### config.mk
export PLATFORM = sky130hd
export DESIGN_NAME = wdc_spi_ctrl
export DESIGN_NICKNAME = d
export VERILOG_FILES = /design/src/rtl/wdc_pkg.sv /design/src/rtl/wdc_spi_rx.sv /design/src/rtl/wdc_ctrl.sv /design/src/rtl/wdc_so_path.sv /design/src/rtl/wdc_spi_ctrl.sv
export SDC_FILE = /design/constraint.sdc
export NUM_CORES = 1
export LEC_CHECK = 0
export BUFFER_PORTS_ARGS = -buffer_cell sky130_fd_sc_hd__buf_2
export CORE_ASPECT_RATIO = 1.1
export CORE_UTILIZATION = 55
export CTS_CLUSTER_DIAMETER = 150
export DETAILED_ROUTE_END_ITERATION = 16
export PLACE_DENSITY_LB_ADDON = 0.05
export SLEW_MARGIN = 20
export SYNTH_ARGS = -nofsm -noshare
export SYNTH_HDL_FRONTEND = slang
export SYNTH_SLANG_ARGS = --single-unit
### constraint.sdc
create_clock -name clk -period 2.6 [get_ports clk]
set_clock_uncertainty 0.05 [all_clocks]
set_input_delay 0.13 -clock clk [delete_from_list [all_inputs] [get_ports clk]]
set_output_delay 0.13 -clock clk [all_outputs]
set_load 0.03 [all_outputs]
### src/rtl/wdc_pkg.sv
package wdc_pkg;
  localparam int OP_BITS    = 8;
  localparam int FRAME_BITS = 2 * OP_BITS;
  localparam int CNT_W      = $clog2(FRAME_BITS + 2);
  localparam int SEL_W      = 2;
  localparam int SEL_LSB    = 3;

  localparam logic [OP_BITS-1:0] OP_ARM    = 8'h06;
  localparam logic [OP_BITS-1:0] OP_DISARM = 8'h04;
  localparam logic [OP_BITS-1:0] OP_WRITE  = 8'h01;
  localparam logic [OP_BITS-1:0] OP_READ   = 8'h05;

  localparam logic [OP_BITS-1:0] SEL_MASK  = OP_BITS'(((1 << SEL_W) - 1) << SEL_LSB);
  localparam logic [OP_BITS-1:0] RSV_MASK  = ~SEL_MASK;
endpackage

### src/rtl/wdc_spi_rx.sv
module wdc_spi_rx
  import wdc_pkg::*;
(
  input  logic                  clk,
  input  logic                  rst_n,
  input  logic                  cs_n,
  input  logic                  sck,
  input  logic                  si,
  output logic                  active,
  output logic                  frame_start,
  output logic                  frame_end,
  output logic                  sck_fall,
  output logic                  op_ready,
  output logic [OP_BITS-1:0]    op_byte,
  output logic [CNT_W-1:0]      bit_cnt,
  output logic [FRAME_BITS-1:0] word
);
  localparam logic [CNT_W-1:0] CNT_SAT = '1;

  logic                  sck_q, cs_q;
  logic                  active_nx;
  logic [CNT_W-1:0]      cnt_nx;
  logic [FRAME_BITS-1:0] word_nx;
  logic                  sck_rise;

  always_comb begin
    frame_start = cs_q & ~cs_n;
    frame_end   = ~cs_q & cs_n & active;
    sck_rise    = active & ~cs_n & sck & ~sck_q;
    sck_fall    = active & ~cs_n & ~sck & sck_q;
    op_byte     = {word[OP_BITS-2:0], si};
    op_ready    = sck_rise && (bit_cnt == CNT_W'(OP_BITS - 1));

    active_nx = active;
    if (frame_start)  active_nx = 1'b1;
    else if (cs_n)    active_nx = 1'b0;

    cnt_nx  = bit_cnt;
    word_nx = word;
    if (frame_start) begin
      cnt_nx = '0;
    end else if (sck_rise) begin
      word_nx = {word[FRAME_BITS-2:0], si};
      if (bit_cnt != CNT_SAT) cnt_nx = bit_cnt + 1'b1;
    end
  end

  always_ff @(posedge clk or negedge rst_n) begin
    if (!rst_n) begin
      sck_q   <= 1'b0;
      cs_q    <= 1'b0;
      active  <= 1'b0;
      bit_cnt <= '0;
      word    <= '0;
    end else begin
      sck_q   <= sck;
      cs_q    <= cs_n;
      active  <= active_nx;
      bit_cnt <= cnt_nx;
      word    <= word_nx;
    end
  end

  // no bit is counted while no frame has been opened
  a_r11_idle_no_count: assert property (@(posedge clk) disable iff (!rst_n)
    (!active && !cs_n && !frame_start) |=> $stable(bit_cnt));
endmodule

### src/rtl/wdc_ctrl.sv
module wdc_ctrl
  import wdc_pkg::*;
#(
  parameter int               BUSY_CYCLES = 2_000_000,
  parameter logic [SEL_W-1:0] SEL_RESET   = '0
) (
  input  logic                  clk,
  input  logic                  rst_n,
  input  logic                  frame_end,
  input  logic [CNT_W-1:0]      bit_cnt,
  input  logic [FRAME_BITS-1:0] word,
  output logic [SEL_W-1:0]      wd_sel,
  output logic                  busy
);
  localparam int BW = $clog2(BUSY_CYCLES + 1);

  logic [BW-1:0]    busy_cnt, busy_nx;
  logic             wel, wel_nx;
  logic [SEL_W-1:0] sel_nx;
  logic [OP_BITS-1:0] op_hi, data_lo;
  logic             lat_cmd, wr_cmd;

  always_comb begin
    busy    = (busy_cnt != '0);
    op_hi   = word[FRAME_BITS-1:OP_BITS];
    data_lo = word[OP_BITS-1:0];
    lat_cmd = frame_end & ~busy & (bit_cnt == CNT_W'(OP_BITS));
    wr_cmd  = frame_end & ~busy & (bit_cnt == CNT_W'(FRAME_BITS)) &
              (op_hi == OP_WRITE) & wel & ((data_lo & RSV_MASK) == '0);

    wel_nx = wel;
    if (lat_cmd && data_lo == OP_ARM)         wel_nx = 1'b1;
    else if (lat_cmd && data_lo == OP_DISARM) wel_nx = 1'b0;
    else if (busy_cnt == BW'(1))              wel_nx = 1'b0;

    sel_nx  = wr_cmd ? data_lo[SEL_LSB +: SEL_W] : wd_sel;

    busy_nx = busy_cnt;
    if (wr_cmd)    busy_nx = BW'(BUSY_CYCLES);
    else if (busy) busy_nx = busy_cnt - 1'b1;
  end

  always_ff @(posedge clk or negedge rst_n) begin
    if (!rst_n) begin
      wel      <= 1'b0;
      wd_sel   <= SEL_RESET;
      busy_cnt <= '0;
    end else begin
      wel      <= wel_nx;
      wd_sel   <= sel_nx;
      busy_cnt <= busy_nx;
    end
  end

  // the selection moves only on the clock that closes a frame
  a_r2_sel_at_frame_end: assert property (@(posedge clk) disable iff (!rst_n)
    !$stable(wd_sel) |-> $past(frame_end));
  // the selection is frozen while a write is busy
  a_r7_sel_hold_busy: assert property (@(posedge clk) disable iff (!rst_n)
    $past(busy) |-> $stable(wd_sel));
  // busy window never exceeds its length
  a_r7_busy_bound: assert property (@(posedge clk) disable iff (!rst_n)
    busy_cnt <= BW'(BUSY_CYCLES));
  // the latch is clear when a busy period ends
  a_r8_wel_clear_end: assert property (@(posedge clk) disable iff (!rst_n)
    $fell(busy) |-> !wel);
endmodule

### src/rtl/wdc_so_path.sv
module wdc_so_path
  import wdc_pkg::*;
(
  input  logic               clk,
  input  logic               rst_n,
  input  logic               frame_start,
  input  logic               op_ready,
  input  logic [OP_BITS-1:0] op_byte,
  input  logic               sck_fall,
  input  logic               busy,
  input  logic [SEL_W-1:0]   wd_sel,
  output logic               so
);
  logic [OP_BITS-1:0] osh, osh_nx, rd_byte;
  logic               so_nx;

  always_comb begin
    rd_byte = '0;
    rd_byte[SEL_LSB +: SEL_W] = wd_sel;
    osh_nx = osh;
    so_nx  = so;
    if (frame_start) begin
      osh_nx = '0;
      so_nx  = 1'b0;
    end else if (op_ready && op_byte == OP_READ) begin
      osh_nx = busy ? '1 : rd_byte;
    end else if (sck_fall) begin
      so_nx  = osh[OP_BITS-1];
      osh_nx = {osh[OP_BITS-2:0], 1'b0};
    end
  end

  always_ff @(posedge clk or negedge rst_n) begin
    if (!rst_n) begin
      osh <= '0;
      so  <= 1'b0;
    end else begin
      osh <= osh_nx;
      so  <= so_nx;
    end
  end

  // SO moves only after an SCK fall or when a frame opens
  a_r6_so_on_fall: assert property (@(posedge clk) disable iff (!rst_n)
    !$stable(so) |-> ($past(sck_fall) || $past(frame_start)));
endmodule

### src/rtl/wdc_spi_ctrl.sv
module wdc_spi_ctrl
  import wdc_pkg::*;
#(
  parameter int               BUSY_CYCLES = 2_000_000,
  parameter logic [SEL_W-1:0] SEL_RESET   = '0
) (
  input  logic             clk,
  input  logic             rst_n,
  input  logic             cs_n,
  input  logic             sck,
  input  logic             si,
  output logic             so,
  output logic             so_oe,
  output logic [SEL_W-1:0] wd_sel
);
  logic [1:0]            rst_sync;
  logic                  rst_i;
  logic                  active, frame_start, frame_end, sck_fall, op_ready, busy;
  logic [OP_BITS-1:0]    op_byte;
  logic [CNT_W-1:0]      bit_cnt;
  logic [FRAME_BITS-1:0] word;

  always_ff @(posedge clk or negedge rst_n) begin
    if (!rst_n) rst_sync <= '0;
    else        rst_sync <= {rst_sync[0], 1'b1};
  end
  assign rst_i = rst_sync[1];

  wdc_spi_rx u_rx (
    .clk(clk), .rst_n(rst_i), .cs_n(cs_n), .sck(sck), .si(si),
    .active(active), .frame_start(frame_start), .frame_end(frame_end),
    .sck_fall(sck_fall), .op_ready(op_ready), .op_byte(op_byte),
    .bit_cnt(bit_cnt), .word(word)
  );

  wdc_ctrl #(.BUSY_CYCLES(BUSY_CYCLES), .SEL_RESET(SEL_RESET)) u_ctrl (
    .clk(clk), .rst_n(rst_i), .frame_end(frame_end), .bit_cnt(bit_cnt),
    .word(word), .wd_sel(wd_sel), .busy(busy)
  );

  wdc_so_path u_so (
    .clk(clk), .rst_n(rst_i), .frame_start(frame_start), .op_ready(op_ready),
    .op_byte(op_byte), .sck_fall(sck_fall), .busy(busy), .wd_sel(wd_sel),
    .so(so)
  );

  assign so_oe = active & ~cs_n;

  // output driver off whenever the target is deselected
  a_r10_oe_off_deselected: assert property (@(posedge clk) disable iff (!rst_i)
    $past(cs_n) && cs_n |-> !so_oe);
endmodule

## Word-level counts from Yosys, hierarchy flattened

Index checks and enable logic that the tools add are counted.

- Input port bits: 5
- Bits in registers: 59
- Output and inout port bits: 4

- Add/subtract/negate cells: 2
- Reductions and logical operators: 16
- Muxes and demuxes: 17
- Equal/unequal tests: 10
- Bitwise operators: 20

Operators by type and width:

| operator | number |
|---|---|
| $mux W21 | 2 |
| $mux W8 | 4 |
| $eq A8 B3 Y1 const B | 3 |
| $eq A21 B1 Y1 const B | 1 |
| $reduce_bool A21 Y1 | 1 |
| $sub A21 B1 Y21 const B | 1 |
| $mux W5 | 3 |
| $and A1 B1 Y1 | 14 |
| $reduce_bool A2 Y1 | 5 |
| $eq A8 B1 Y1 const B | 1 |
| $logic_not A8 Y1 | 1 |
| $mux W1 | 8 |
| $not A1 Y1 | 6 |
| $reduce_and A2 Y1 | 3 |
| $reduce_bool A3 Y1 | 2 |
| $add A5 B1 Y5 const B | 1 |
| $eq A5 B3 Y1 const B | 1 |
| $eq A5 B4 Y1 const B | 1 |
| $eq A5 B5 Y1 const B | 1 |
| $ne A5 B5 Y1 const B | 1 |
| $logic_and A1 B1 Y1 | 4 |
| $ne A2 B2 Y1 const B | 1 |

## Depth between registers and ports, before layout

Gate-level depths: netlist of run 1.

- Depth after elaboration: 9
- Depth in mapped cells: 8

## Cells and area by module

A second synthesis of run 1 with hierarchy kept.

- Cell total of the unflattened synthesis: 258
- Area total of the unflattened synthesis: 2,925.3 um^2

By module, submodules not included:

| module | area each (um^2) | cells each | sequential area each (um^2) | instances |
|---|---|---|---|---|
| wdc_ctrl | 1,280.0 | 125 | 600.6 | 1 |
| wdc_spi_rx | 1,087.3 | 83 | 600.6 | 1 |
| wdc_so_path | 490.5 | 46 | 225.2 | 1 |
| wdc_spi_ctrl | 67.6 | 4 | 50.0 | 1 |

## Worst setup path after synthesis of run 1

Ideal clock, no wire load.

- Kind: register to register
- From: reg u_ctrl.busy_cnt[0]
- To: reg u_ctrl.wd_sel[0]
- Cell stages (with the launch flop): 9
- Slack: 0.340 ns
- Library setup time: 0.125 ns
- Clock period less this slack: 2.260 ns
- Arrival: 2.085 ns
- Buffers on the path: 1
- Cells stage by stage: dfrtp_1 inv_1 ha_1 or4b_4 nor3_4 nand2b_1 or2_1 buf_6 mux2_4

- Cells in the longest elaborated chain, start to end: 7

Ends and longest elaborated chain:

| element | RTL line | RTL |
|---|---|---|
| start: declaration | wdc_ctrl.sv:17 | `logic [BW-1:0] busy_cnt, busy_nx;` |
| start signal: assignment | wdc_ctrl.sv:51 | `busy_cnt <= busy_nx;` |
| $reduce_bool A21 Y1 | wdc_ctrl.sv:24 | `busy = (busy_cnt != '0);` |
| $not A1 Y1 | wdc_ctrl.sv:28 | `wr_cmd = frame_end & ~busy & (bit_cnt == CNT_W'(FRAME_BITS)) &` |
| $and A1 B1 Y1 (3 in series) | wdc_ctrl.sv:28 |  |
| $and A1 B1 Y1 (2 in series) | wdc_ctrl.sv:29 | `(op_hi == OP_WRITE) & wel & ((data_lo & RSV_MASK) == '0);` |
| end signal: assignment | wdc_ctrl.sv:50 | `wd_sel <= sel_nx;` |
| end: declaration | wdc_ctrl.sv:12 | `output logic [SEL_W-1:0] wd_sel,` |

No other way between the ends.
A chain may end at the register's enable or synchronous reset.

## Final worst setup path of run 1

Same ends and word-level chain as after synthesis.

==> results.txt, run 1 <==
Die X -> 69.2 um
pin count of the biggest net entering global routing -> 58
Pint -> 1.46 mW
Initial Util -> 0.580
XOR/XNOR share of the synthesized area -> 0.0384
Fmax -> 0.408 GHz
top_reg_cell synth -> dfrtp_1
max cap viols -> 0
Tightest Hold Check Type -> in2async
Syn Std Cell Area -> 2740 sq um
number of clock sinks -> 59
RSZ-0062 raised after global routing -> false
fill count -> 359
CP arrival -> 2.63 ns
total wire length -> 4810 um
status -> complete, no violations
wire per inst -> 14.5 um
Worst R2R Path Depth -> 7
GPL Wtd Cong -> 0.774
Design Area, Final -> 3080 sq um
CTS root buf -> clkbuf_8
Post-layout nets -> 280
Synthesis Warnings -> 0
slew margin rel. -> 0.541
switching part of the total power -> 0.237
GRT Residual Overflow -> 0
Final setup viols -> 0
uppermost layer routed -> met4
CTS max path bufs -> 2
CTS tree -> built
routed wl met2 -> 2270 um
net switching power -> 0.454 mW
DP Wirelength -> 3370 um
Hold Vio Cnt, Final -> 0
period utilisation layout -> 0.943
met1 wire length -> 2330 um
Logic pwr share -> 0.060
Synth Area in Compound Gates -> 0.0746
Post-Synth Adder-Cell Area -> 0.0229
PD cells -> 622 nW/um^2
global-route wire length before repair -> 8590 um
core area -> 4720 sq um
fin. max-slew vios -> 0
CP Launch Type -> flip-flop
Worst Max-Slew Pin Slew -> 0.688 ns
Post-Syn Instances -> 249
Mean Syn Cell Area -> 11.0 sq um
vias -> 1,865
Setup TNS -> 0 ns
Synthesized Nets -> 259
antenna violations before repair -> 0
clock network fraction of design power -> 0.428
crit path time final -> 2.45 ns
total power -> 1.92 mW
Post-Route Utilization -> 0.653
H-tree depth -> 3
post-CTS sizing -> 0
setup bufs post-CTS -> 0
Worst EP required -> 2.78 ns
Synth cell types -> 46
row count -> 26
number of global-route vias before repair -> 1,870
Placement Cell Area -> 2850 sq um
initial drt markers -> 137
antenna cells -> 0
Vert. Die Dim -> 76.0 um
share of cells above drive strength 1 -> 0.189
Ports -> 9
Num CTS Buffers -> 9
Clock Latency Late Sink -> 0.34 ns
drt pass-1 iters -> 4
gr usage total -> 0.210
IO buf count -> 8
Die Area -> 5260 sq um
WS Path Type -> reg2reg
Reg power frac -> 0.512
Simple-Gate Fraction of Synth Area -> 0.213
Clock transition at path regs -> 0.07 ns
hold_buf cts -> 4
Pleak -> 1.45 nW
CP endpoint kind -> flip-flop
CP max FO -> 7
Seq cells post-synth -> 59
post-DR vias/cell -> 5.63
Async S/R FF share, synth -> 1.00
Post-synth EDFFs -> 0
DRC -> 0
Final ANT Viol Nets -> 0
mux contribution to synthesized area -> 0.0878
met3 WL -> 86 um
Seq/Total Area, Yosys -> 0.540
Area Overhead vs Synth -> 12.6%
largest family of logic cells by synthesized area -> simple AND/OR/NAND/NOR gates
Worst IR Drop VDD -> 0.000366 V
-- synth_stat cells (2+ instances only) --
| master | n | area share |
|---|---|---|
| nor2b_1 | 3 | 0.0069 |
| nor2_1 | 17 | 0.023 |
| nand2_1 | 28 | 0.038 |
| xor2_1 | 6 | 0.019 |
| o21ai_0 | 15 | 0.027 |
| mux2_4 | 2 | 0.011 |
| or3_1 | 7 | 0.016 |
| ha_1 | 5 | 0.023 |
| nor4_1 | 6 | 0.014 |
| nand4_1 | 4 | 0.0091 |
| mux2_2 | 15 | 0.062 |
| a21oi_1 | 4 | 0.0073 |
| or4_1 | 2 | 0.0055 |
| nor3_1 | 9 | 0.016 |
| a21o_1 | 2 | 0.0055 |
| mux2i_1 | 3 | 0.011 |
| nor4_2 | 2 | 0.0091 |
| nor4b_1 | 2 | 0.0064 |
| xnor2_1 | 6 | 0.019 |
| nand3b_1 | 2 | 0.0055 |
| nand3_1 | 9 | 0.016 |
| dfrtp_1 | 59 | 0.54 |
| clkbuf_1 | 4 | 0.0055 |
| inv_1 | 8 | 0.011 |
| or2_2 | 2 | 0.0046 |
| nand2b_1 | 3 | 0.0069 |
| a32oi_1 | 5 | 0.016 |
-- kinds of logic (layout without fill, tap and decap cells) --
logic type      Yosys count  after routing
xor+xnor                 12             12
other cells               1              1
simple gates            105            105
compound gates           32             32
buf+inv                  14             40
fa+ha+maj                 5              5
mux                      21             21
flops                    59             59
-- state kept, by name, indices dropped and copies added (netlist names) --
signal,count
rst_sync,2
u_ctrl.busy_cnt,21
u_ctrl.wd_sel,2
u_ctrl.wel,1
u_rx.active,1
u_rx.bit_cnt,5
u_rx.cs_q,1
u_rx.sck_q,1
u_rx.word,16
u_so.osh,8
u_so.so,1
-- stage by stage --
stage	cells	setup WS (ns)	hold WS [ns]
after floorplan	249	0.340	-0.216
after global placement	311	0.230	-0.134
after detailed placement	311	0.146	-0.130
after CTS	331	0.141	0.0379
after global routing	331	0.0180	0.0606
final	331	0.148	0.0693
-- final cells by class --
| type | instances | area, sq um | share of cell area |
|---|---|---|---|
| Timing Repair Buffer | 16 | 110 | 0.0358 |
| Inverter | 8 | 30.0 | 0.00975 |
| Tap cell | 56 | 70.1 | 0.0228 |
| Sequential cell | 59 | 1480 | 0.480 |
| Multi-Input combinational cell | 176 | 1200 | 0.389 |
| Clock buffer | 11 | 141 | 0.0459 |
| Clock inverter | 5 | 52.6 | 0.0171 |
-- routing by layer --
layer  GRT usage  vias to the layer above
met5           0                        -
met4       0.116                        0
met3      0.0439                       11
met2       0.319                       16
met1       0.279                      900
li1            -                      938
-- final timing paths --
check	start	end	slack (ns)
max	u_ctrl.busy_cnt[0]$_DFFE_PN0P_	u_ctrl.wd_sel[0]$_DFFE_PN0P_	0.15
min	rst_n	rst_sync[0]$_DFF_PN0_	0.07
max reg2reg	u_ctrl.busy_cnt[0]$_DFFE_PN0P_	u_ctrl.wd_sel[0]$_DFFE_PN0P_	0.15
min reg2reg	rst_sync[0]$_DFF_PN0_	rst_sync[1]$_DFF_PN0_	0.31
max in group asynchronous	rst_sync[1]$_DFF_PN0_	u_rx.bit_cnt[4]$_DFFE_PN0P_	1.70
min in group clk	rst_sync[0]$_DFF_PN0_	rst_sync[1]$_DFF_PN0_	0.31
-- worst max-delay path, stage by stage (launching register included) --
cell	delay, ns
dfrtp_1	0.43
inv_1	0.09
ha_1	0.22
or4b_4	0.52
nor3_4	0.16
nand2b_1	0.15
or2_1	0.38
mux2_4	0.34
-- cells in the final DEF (no fill, tap or decap), types with 5 or more instances in the layout --
master    instances
clkbuf_8         10
buf_2             8
ha_1              5
nand2_1          28
nor2_1           17
xnor2_1           6
inv_1             8
nor3_1            9
xor2_1            6
dfrtp_1          58
or3_1             7
nor4_1            6
mux2_2           15
a32oi_1           5
o21ai_0          15
nand3_1           9
-- power groups by stage --
stage | logic [mW] | clock network (mW) | registers (mW)
floorplan | 0.0742 | 0 | 1.00
global placement | 0.112 | 0 | 0.996
detailed placement | 0.114 | 0 | 0.998
CTS | 0.118 | 0.837 | 0.981
global route | 0.132 | 0.882 | 0.985
finish | 0.116 | 0.820 | 0.981
No activity file was read; power rests on OpenSTA's default activity.
==> run 2: changes to the inputs <==
- ABC_AREA: default -> 1
==> run 2 against run 1 <==
Against the previous run:
- hold slack got worse by 0.052 ns
- combinational power up 47%
- sequential cell count did not move
- fmax grew 29%
- setup slack better by 0.55 ns
- synthesized cell count grew 59%
- global-route usage grew 2.3 points
- cell area is 10% higher
- first-iteration DRC count grew 20%
- via count up 32%
- clock-buffer cell count fell by 1
==> results.txt, run 2 <==
status -> complete, no violations
fill count -> 497
Post-layout nets -> 426
Die X -> 73.2 um
CTS root buf -> clkbuf_8
Area Overhead vs Synth -> 10.6%
Clock transition at path regs -> 0.07 ns
top cells by count, synth -> nand2_1 (108), dfrtp_1 (59), inv_1 (56)
share of cells above drive strength 1 -> 0.114
setup bufs post-CTS -> 0
DRC -> 0
Worst EP required -> 2.78 ns
DP Wirelength -> 4330 um
crit path time final -> 1.90 ns
top cell type's share of synthesized area -> 0.482
Synthesis Warnings -> 0
vias -> 2,456
Seq cells post-synth -> 59
pin count of the biggest net entering global routing -> 32
Ports -> 9
antenna violations before repair -> 0
CP arrival -> 2.08 ns
top_reg_cell synth -> dfrtp_1
CP max FO -> 8
commonest non-fill, non-tap cells in the layout -> nand2_1 (108), dfrtp_1 (58), inv_1 (56)
H-tree depth -> 3
met3 WL -> 145 um
CP endpoint kind -> flip-flop
WS Path Type -> reg2reg
wire per inst -> 11.7 um
Final setup viols -> 0
CTS max path bufs -> 2
Vert. Die Dim -> 80.3 um
number of clock sinks -> 59
max cap viols -> 0
drt pass-1 iters -> 4
Seq/Total Area, Yosys -> 0.482
Initial Util -> 0.571
Setup TNS -> 0 ns
Post-Syn Instances -> 395
Tightest Hold Check Type -> in2reg
initial drt markers -> 165
row count -> 28
Synth cell types -> 33
Largest Register -> u_ctrl.busy_cnt
routed wl met2 -> 2740 um
Async S/R FF share, synth -> 1.00
met1 wire length -> 2830 um
CP Launch Type -> flip-flop
antenna cells -> 0
period utilisation layout -> 0.731
Die Area -> 5870 sq um
top cells by area, synth -> dfrtp_1 (48%), nand2_1 (13%), inv_1 (6.9%), nor2_1 (5.9%), nand3_1 (5.4%)
Final ANT Viol Nets -> 0
post-synth top area cell -> dfrtp_1
Mean Syn Cell Area -> 7.75 sq um
commonest non-fill, non-tap cell in the layout -> nand2_1
total wire length -> 5820 um
fin. max-slew vios -> 0
Num CTS Buffers -> 9
Fmax -> 0.526 GHz
IO buf count -> 8
uppermost layer routed -> met4
total power -> 1.88 mW
core area -> 5360 sq um
Largest register FFs -> 21
Syn Std Cell Area -> 3060 sq um
RSZ-0062 raised after global routing -> false
post-DR vias/cell -> 4.95
most numerous cell in the Yosys netlist -> nand2_1
Post-synth EDFFs -> 0
global-route wire length before repair -> 10,400 um
Synthesized Nets -> 405
number of global-route vias before repair -> 2,408
Hold Vio Cnt, Final -> 0
Worst IR Drop VDD -> 0.000447 V
CTS tree -> built
PD cells -> 556 nW/um^2
Clock Latency Late Sink -> 0.33 ns
Pleak -> 1.78 nW
GRT Residual Overflow -> 0
largest registers -> u_ctrl.busy_cnt (21), u_rx.word (16), u_so.osh (8)
gr usage total -> 0.233
GPL Wtd Cong -> 0.831
[run 2: cell count changes after synthesis, moves of 6 or more]
cell and change:
inv_1 +48, mux2_2 -14, nand2_1 +80, nand3_1 +24, nor2_1 +31, nor2_2 +6, or3_1 -7
[run 2: layout make-up]
cell class / count / area, sq um / share of cell area
sequential: 59 / 1480 / 0.436
multi-input combinational: 273 / 1340 / 0.396
inverter: 59 / 221 / 0.0654
clock buffer: 10 / 128 / 0.0377
tap: 75 / 93.8 / 0.0277
timing repair buffer: 14 / 92.6 / 0.0273
clock inverter: 6 / 32.5 / 0.00960
[run 2: cell families after synthesis]
group           synth area share
simple gates               0.329
buf+inv                   0.0797
flops                      0.482
compound gates            0.0637
xor+xnor                  0.0200
fa+ha+maj                 0.0204
other cells              0.00122
mux                      0.00368
[run 2: worst paths after layout]
path,startpoint,end,slack (ns),cells after the start
max reg2reg,u_ctrl.busy_cnt[0]$_DFFE_PN0P_,u_so.osh[1]$_DFFE_PN0P_,0.70,9
min,si,u_rx.word[0]$_DFFE_PN0P_,0.02,3
min reg2reg,rst_sync[1]$_DFF_PN0_,u_rx.word[11]$_DFFE_PN0P_,0.12,0
max,u_ctrl.busy_cnt[0]$_DFFE_PN0P_,u_so.osh[1]$_DFFE_PN0P_,0.70,9
max in group asynchronous,rst_sync[1]$_DFF_PN0_,u_rx.word[2]$_DFFE_PN0P_,1.72,1
min in group asynchronous,rst_n,rst_sync[1]$_DFF_PN0_,0.06,2
[run 2: timing repair]
item	4_1_cts	5_1_grt
resized for setup	0	0
endpoints found under the hold margin	4	0
hold buffers	3	0
[run 2: through the flow]
stage | instances | utilization | setup WS (ns) | hold WS, ns | cell area [sq um]
final | 496 | 0.632 | 0.698 | 0.0174 | 3390
after global routing | 496 | 0.632 | 0.513 | 0.0391 | 3390
after CTS | 496 | 0.632 | 0.718 | 0.0155 | 3390
after detailed placement | 477 | 0.597 | 0.725 | -0.134 | 3200
after global placement | 477 | 0.597 | 0.805 | -0.135 | 3200
after floorplan | 395 | - | 0.786 | -0.216 | 3060
[run 2: power by group]
group | internal [mW] | switching (mW)
logic | 0.0570 | 0.113
registers | 0.980 | 0.0443
clock network | 0.337 | 0.352
total | 1.37 | 0.509
[run 2: routing by layer]
layer  up-vias  global-route usage
li1       1287                   -
met1      1129               0.289
met2        29               0.374
met3        11              0.0527
met4         0               0.124
met5         -                   0
[run 2: critical path, cell delays in order (launching register included)]
cell     delay [ns]
dfrtp_1        0.41
inv_1          0.13
ha_1           0.24
nand2_2        0.13
nor2_1         0.19
nand3_2        0.25
nand2_2        0.22
nand2_1        0.08
nand2_1        0.06
nand2_1        0.04
